==> src/rtl/scfsm_pkg.sv <==
package scfsm_pkg;
  localparam int NS     = 4;   // states, one-hot
  localparam int NX     = 3;   // primary inputs
  localparam int NY     = 5;   // functional outputs
  localparam int NC     = 2;   // check outputs
  localparam int CODE_W = 3;   // weight of a healthy output word
  localparam int WW     = $clog2(NY + 1);

  localparam logic [NS-1:0] RESET_CODE = NS'(1);

  // check bits for a functional word of weight w, filling the upper bit first
  function automatic logic [NC-1:0] fill_bits(input logic [WW-1:0] w);
    logic [NC-1:0] r;
    r = '0;
    for (int i = 0; i < NC; i++) begin
      if (int'(w) + i < CODE_W) r[NC-1-i] = 1'b1;
    end
    return r;
  endfunction
endpackage

==> src/rtl/scfsm_term.sv <==
module scfsm_term
  import scfsm_pkg::*;
#(
  parameter int IDX = 0
) (
  input  logic          act_i,
  input  logic [NX-1:0] x_i,
  output logic [NS-1:0] nxt_o,
  output logic [NY-1:0] func_o,
  output logic [NC-1:0] chk_o
);
  logic          x1, x2, x3;
  logic          adv;
  logic [NY-2:0] base;
  logic [NY-1:0] word;
  logic [WW-1:0] wt;

  assign x1 = x_i[2];
  assign x2 = x_i[1];
  assign x3 = x_i[0];

  generate
    if (IDX == 0) begin : g_s1
      assign adv  = x1 & x2;
      assign base = 4'b0010;
    end else if (IDX == 1) begin : g_s2
      assign adv  = x3;
      assign base = 4'b0110;
    end else if (IDX == 2) begin : g_s3
      assign adv  = ~x1 | x2;
      assign base = 4'b1000;
    end else begin : g_s4
      assign adv  = x3;
      assign base = 4'b1001;
    end
  endgenerate

  // y1 marks a move to the following state
  assign word = {adv, base};

  always_comb begin
    wt = '0;
    for (int i = 0; i < NY; i++) wt = wt + WW'(word[i]);
  end

  localparam int NEXT_IDX = (IDX + 1) % NS;

  always_comb begin
    nxt_o = '0;
    if (act_i) begin
      if (adv) nxt_o[NEXT_IDX] = 1'b1;
      else     nxt_o[IDX]      = 1'b1;
    end
  end

  assign func_o = act_i ? word : '0;
  assign chk_o  = act_i ? fill_bits(wt) : '0;
endmodule

==> src/rtl/scfsm_state_reg.sv <==
module scfsm_state_reg
  import scfsm_pkg::*;
(
  input  logic          clk_i,
  input  logic          rst_i,
  input  logic [NS-1:0] d_i,
  output logic [NS-1:0] q_o
);
  always_ff @(posedge clk_i) begin
    if (rst_i) q_o <= RESET_CODE;
    else       q_o <= d_i;
  end
endmodule

==> src/rtl/scfsm_coded.sv <==
module scfsm_coded
  import scfsm_pkg::*;
(
  input  logic          clk_i,
  input  logic          rst_i,
  input  logic [NX-1:0] x_i,
  input  logic [NS-1:0] ld_state_i,
  output logic [NY-1:0] func_o,
  output logic [NC-1:0] chk_o,
  output logic [NS-1:0] nxt_o
);
  logic [NS-1:0] state_q;
  logic [NS-1:0] t_nxt  [NS];
  logic [NY-1:0] t_func [NS];
  logic [NC-1:0] t_chk  [NS];

  scfsm_state_reg u_reg (
    .clk_i (clk_i),
    .rst_i (rst_i),
    .d_i   (ld_state_i),
    .q_o   (state_q)
  );

  for (genvar s = 0; s < NS; s++) begin : g_term
    scfsm_term #(.IDX(s)) u_term (
      .act_i  (state_q[s]),
      .x_i    (x_i),
      .nxt_o  (t_nxt[s]),
      .func_o (t_func[s]),
      .chk_o  (t_chk[s])
    );
  end

  // monotone merge: each line is the OR of its state-gated terms
  always_comb begin
    nxt_o  = '0;
    func_o = '0;
    chk_o  = '0;
    for (int s = 0; s < NS; s++) begin
      nxt_o  = nxt_o  | t_nxt[s];
      func_o = func_o | t_func[s];
      chk_o  = chk_o  | t_chk[s];
    end
  end
endmodule

==> config.mk <==
export PLATFORM = sky130hd
export DESIGN_NAME = scfsm_coded
export DESIGN_NICKNAME = d
export VERILOG_FILES = /design/src/rtl/scfsm_pkg.sv /design/src/rtl/scfsm_term.sv /design/src/rtl/scfsm_state_reg.sv /design/src/rtl/scfsm_coded.sv
export SDC_FILE = /design/constraint.sdc
export NUM_CORES = 1
export LEC_CHECK = 0
export ABC_AREA = 1
export BUFFER_PORTS_ARGS = -buffer_cell sky130_fd_sc_hd__buf_2
export CAP_MARGIN = 15
export CORE_AREA = 4 4 41 43
export DETAILED_ROUTE_END_ITERATION = 8
export DIE_AREA = 0 0 45 47
export SKIP_LAST_GASP = 1
export SYNTH_ARGS = -nofsm -noshare
export SYNTH_HDL_FRONTEND = slang
export SYNTH_SLANG_ARGS = --single-unit
==> constraint.sdc <==
create_clock -name clk_i -period 0.8 [get_ports clk_i]
set_clock_uncertainty 0.05 [all_clocks]
set_input_delay 0.04 -clock clk_i [delete_from_list [all_inputs] [get_ports clk_i]]
set_output_delay 0.04 -clock clk_i [all_outputs]
set_load 0.05 [all_outputs]
==> results.yml, run 1 <==
timing:
  drv_slew: 0
  fin_ws_ns: -0.253
  fmax_ghz: 0.950
  final_hold_viol_count: 1
  worst_slew_pin_slew_ns: 0.174
  min_period_ns: 1.05
  max_slew_margin_pct: 88.4
  rsz0062_at_grt: "yes"
  fin_worst_hold_slack_ns: -0.0644
  setup_viol: 12
  finalCritPeriodShare_pct: 132
clock_tree:
  clock-root-buffer: "clkbuf_4"
  tritoncts: "done"
  clk_pin_slew_worst_paths_ns: 0.04
  clockBufferDepth: 2
  clock_sinks: 4
  post-cts-setup-buffers: 0
  htreeDepth: 1
  cts_buffers: 3
global_routing:
  grt_max_degree: 5
  grt_pass1_wl_um: 1240
  grt_pass1_vias: 289
  antenna_found_initial: 0
  grtUsageTotal_pct: 8.37
  grt-ovfl-total: 0
logic_synthesis:
  synth.area.top_cells: "dfxtp_1 36%, nand2_1 18%, inv_1 15%"
  yosysWarnings: 0
  synth_nets: 46
  synthCells: 37
  yosysMostFrequentCell: "nand2_1"
  synthArstFlopShare_pct: 0
  synth_top_cell_by_area: "dfxtp_1"
  ys_seq_area_share_pct: 35.8
  syn_area_sq_um: 224
  yosys_register_bits: 4
  yosysTopAreaCellShare_pct: 35.8
  synth_edf_count: 0
  synth-main-ff-cell: "dfxtp_1"
  synth_commonest_cells: "11 x nand2_1, 9 x inv_1, 4 x dfxtp_1"
  syn_area_per_cell_sq_um: 6.05
  synth.distinct_cells: 9
worst_setup_path:
  crit_path_max_fanout: 4
  critPathCapture: "chk_o[1]"
  arrival_ns: 0.96
  critPathLaunch: "u_reg.q_o[1]"
  crit_path_cell_trace: "nand2_4 -> nand4_1 -> buf_6"
  crit_slowest_cell: "dfxtp_4"
  worstPathRequired_ns: 0.71
  crit_type: "reg2out"
  worstSetupEndpointType: "output pin"
  start_kind: "register"
  slowest_delay_ns: 0.35
power_and_ir_drop:
  vdd_drop_max_v: 0.000740
  p_total_mw: 0.868
  powerDensity_nw_per_um2: 1440
  power.leakage_nw: 0.308
finish:
  drive_gt1_share_pct: 75.4
  fin_util_pct: 46.3
  design_area_sq_um: 603
  reg.largest.list: "u_reg.q_o: 4 flops"
  fin_nets: 76
  synthToLayoutAreaGrowth_pct: 169
  largest_reg_flops: 4
  top_register: "u_reg.q_o"
  fin_cells: 80
  antenna_cells: 0
detailed_routing:
  wl_per_cell_um: 9.14
  dr.first_iter.drc_count: 0
  wirelength_um: 731
  ant_nets: 0
  vias_per_cell: 3.95
  drcViolationCount: 0
  drt_pass1_iterations: 1
  via_count: 316
place:
  port_buffers: 19
  pre_cts_slack_ns: -0.195
  dpl_cell_area_sq_um: 384
  place_inst: 73
  place.gp.congestion: 0.673
floorplanning:
  dieWidth_um: 45
  dieArea_sq_um: 2120
  ios: 20
  core_area_sq_um: 1300
  die_h_um: 47
  start_util_pct: 17.2
  std_cell_rows: 13
run:
  max_cap_violations: 0
run_status:
  outcome: "complete, but fails checks"
  violations: "negative hold slack, negative setup slack"
hold_path:
  hp-class: "in2reg"
[cell usage in the layout, fill, tap and decap left out, types with 4 or more instances in the layout]
| cell type | Yosys | final |
|---|---|---|
| buf_2 | 0 | 8 |
| buf_4 | 2 | 4 |
| buf_6 | 0 | 5 |
| buf_8 | 0 | 6 |
| dfxtp_4 | 0 | 4 |
| dlygate4sd3_1 | 0 | 4 |
| inv_1 | 9 | 5 |
| nand2_2 | 0 | 6 |
[cell type report]
type / count / area (sq um)
Timing Repair Buffer: 27 / 256
Multi-Input combinational cell: 22 / 174
Inverter: 9 / 36.3
Sequential cell: 4 / 95.1
Clock buffer: 3 / 22.5
Fill cell: 133 / 698
Tap cell: 15 / 18.8
[kinds of logic (layout without fill, tap and decap cells)]
| kind of cell | count (synthesis) | in the layout | synth area share, % |
|---|---|---|---|
| simple gates | 19 | 19 | 35.8 |
| buf+inv | 11 | 39 | 21.8 |
| flops | 4 | 4 | 35.8 |
| compound gates | 3 | 3 | 6.70 |
[layer usage]
layer | vias up | track usage (%) | part of all wire [%]
met2 | 16 | 13.3 | 53
met3 | 2 | 2.30 | 13
li1 | 166 | - | -
met1 | 132 | 9.32 | 32
met5 | - | 0 | 0
met4 | 0 | 7.02 | 2.3
[what timing repair did]
action | CTS | global route
setup endpoints to repair | 11 | 12
hold buffers | 4 | 1
pin swaps | 8 | 5
resized for setup | 40 | 14
endpoints found under the hold margin | 4 | 4
[worst min path at each step]
stage / startpoint / to / slack, ns / cells past startpoint
finish: ld_state_i[0] / u_reg.q_o[0] / -0.06 / 2
global route: ld_state_i[0] / u_reg.q_o[0] / -0.06 / 2
CTS: ld_state_i[0] / u_reg.q_o[0] / -0.07 / 2
detailed placement: ld_state_i[0] / u_reg.q_o[0] / 0.17 / 2
global placement: ld_state_i[0] / u_reg.q_o[0] / 0.17 / 2
floorplan: rst_i / u_reg.q_o[1] / 0.05 / 1
[critical path: cells and delay by family, from the launching register on]
family,cells,cell delay [ns]
buffers and inverters,1,0.18
AND/OR/NAND/NOR,2,0.19
flip-flops,1,0.35
[stage by stage]
step	TNS (ns)	hold slack [ns]
floorplan	-0.486	0.0538
global placement	-0.825	0.171
detailed placement	-0.907	0.172
CTS	-2.32	-0.0730
global route	-2.73	-0.0611
finish	-2.25	-0.0644
[power by group]
part,switching [mW],total [mW],internal [mW]
combinational,0.232,0.398,0.166
sequential,0.0189,0.225,0.207
clock,0.0777,0.245,0.167
total,0.328,0.868,0.540
(Power assumes the default switching activity.)
==> run 2: changes to the inputs <==
==> constraint.sdc (replaced) <==
create_clock -name clk_i -period 0.8 [get_ports clk_i]
set_clock_uncertainty 0.05 [all_clocks]
set_input_delay 0.12 -clock clk_i [delete_from_list [all_inputs] [get_ports clk_i]]
set_output_delay 0.12 -clock clk_i [all_outputs]
set_load 0.05 [all_outputs]
==> run 2 against run 1 <==
  * The run ends with negative setup slack left
  * Utilization fell by 6.7 points
  * Maximum frequency fell by 5.3%
  * Critical path type unchanged
  * Sequential power barely moved
  * Non-clock buffer count fell by 7
  * Sequential share of layout area rose by 2.7 points
  * Hold slack improved by 0.091 ns
  * Sequential cell count did not move
  * Cell count fell by 8.8%
  * Wire length fell by 1.1%
==> results.yml, run 2 (synthesized netlist as in run 1, its figures left out) <==
floorplanning:
  die_h_um: 47
  start_util_pct: 17.2
  dieWidth_um: 45
  core_area_sq_um: 1300
  ios: 20
  dieArea_sq_um: 2120
  std_cell_rows: 13
clock_tree:
  htreeDepth: 1
  clock_sinks: 4
  cts_hold_buf: 0
  tritoncts: "done"
  clk_pin_slew_worst_paths_ns: 0.03
  cts_buffers: 3
  clock-root-buffer: "clkbuf_4"
  clockBufferDepth: 2
power_and_ir_drop:
  vdd_drop_max_v: 0.000627
  powerDensity_nw_per_um2: 1580
  power.leakage_nw: 0.264
  p_total_mw: 0.815
finish:
  synthToLayoutAreaGrowth_pct: 130
  drive_gt1_share_pct: 70.7
  top_register: "u_reg.q_o"
  fin_nets: 69
  largest_reg_flops: 4
  multi_input_area_sq_um: 166
  antenna_cells: 0
  regArea_sq_um: 95.1
  final_common_cell: "buf_2"
  fin_util_pct: 39.6
  fillerInstances: 148
  reg.largest.list: "u_reg.q_o: 4 flops"
  mostFrequentLayoutCells: "8 x buf_2, 7 x buf_6, 6 x inv_1, 6 x nand2_1, 4 x dfxtp_4"
timing:
  max_slew_margin_pct: 86.4
  min_period_ns: 1.11
  fmax_ghz: 0.900
  finalCritPeriodShare_pct: 139
  setup_viol: 11
  final_hold_viol_count: 0
  drv_slew: 0
  worst_slew_pin_slew_ns: 0.204
  tns_ns: -2.87
  rsz0062_at_grt: "yes"
  fin_ws_ns: -0.311
detailed_routing:
  wirelength_um: 723
  via_count: 301
  vias_per_cell: 4.12
  dr.first_iter.drc_count: 0
  wl_per_cell_um: 9.90
  drcViolationCount: 0
  drt_pass1_iterations: 1
  ant_nets: 0
global_routing:
  grt_pass1_vias: 286
  grt_pass1_wl_um: 1080
  antenna_found_initial: 0
  grt-ovfl-total: 0
  grtUsageTotal_pct: 7.27
  grt_max_degree: 5
worst_setup_path:
  crit_type: "reg2out"
  crit_path_max_fanout: 4
  worstSetupEndpointType: "output pin"
  start_kind: "register"
  arrival_ns: 0.94
  worstPathRequired_ns: 0.63
place:
  pre_cts_slack_ns: -0.224
  place.gp.congestion: 0.659
  port_buffers: 19
  dp_hpwl_um: 574
hold_path:
  hp-class: "in2reg"
  min_path_cells: 2
run_status:
  violations: "negative setup slack"
  outcome: "complete, but fails checks"
run:
  max_cap_violations: 0
==> run 2: cell types whose count changed in the layout (fill, tap and decap cells not counted), sizes merged <==
| cell | delta |
|---|---|
| dlygate4sd3 | -4 |
| buf | -3 |
==> run 2: area by class of cell <==
class / count / share of cell area [%]
Inverter: 9 / 6.55
Clock buffer: 3 / 4.37
Timing Repair Buffer: 20 / 34.7
Tap cell: 15 / 3.64
Multi-Input combinational cell: 22 / 32.3
Sequential cell: 4 / 18.4
==> run 2: per-layer routing <==
layer  share of wire (%)  vias to the layer above  track usage [%]  wire (um)
met5                   0                        -                0          0
met4                   0                        0             7.02          0
met3                  11                        0             2.30         77
met2                  56                       13             13.3        404
met1                  33                      135             6.14        241
li1                    -                      153                -          -
==> run 2: final timing paths <==
| check | from | endpoint |
|---|---|---|
| max | u_reg.q_o[3] | func_o[4] |
| min | ld_state_i[0] | u_reg.q_o[0] |
==> run 2: timing repair <==
item	CTS	global route
setup endpoints to repair	11	11
cloned	0	0
resized for setup	30	14
setup buffers	0	1
endpoints found under the hold margin	0	0
pin swaps	6	4
==> run 2: per-stage QoR <==
stage | instance area (sq um) | cells | hold slack [ns]
2_1_floorplan | 262 | 37 | 0.134
3_3_place_gp | 360 | 69 | 0.249
3_5_place_dp | 360 | 69 | 0.250
4_1_cts | 469 | 72 | 0.00208
5_1_grt | 515 | 73 | 0.0262
6_report | 515 | 73 | 0.0263
==> run 2: report_power, final <==
| part | internal [mW] | total [mW] | switching, mW |
|---|---|---|---|
| clock | 0.167 | 0.236 | 0.0694 |
| combinational | 0.131 | 0.355 | 0.224 |
| sequential | 0.207 | 0.224 | 0.0174 |
| total | 0.504 | 0.815 | 0.311 |
==> run 2: critical path, stage by stage, from the launching register on <==
cell,delay (ns)
dfxtp_4,0.35
o21ai_2,0.14
nand3_2,0.07
buf_6,0.16
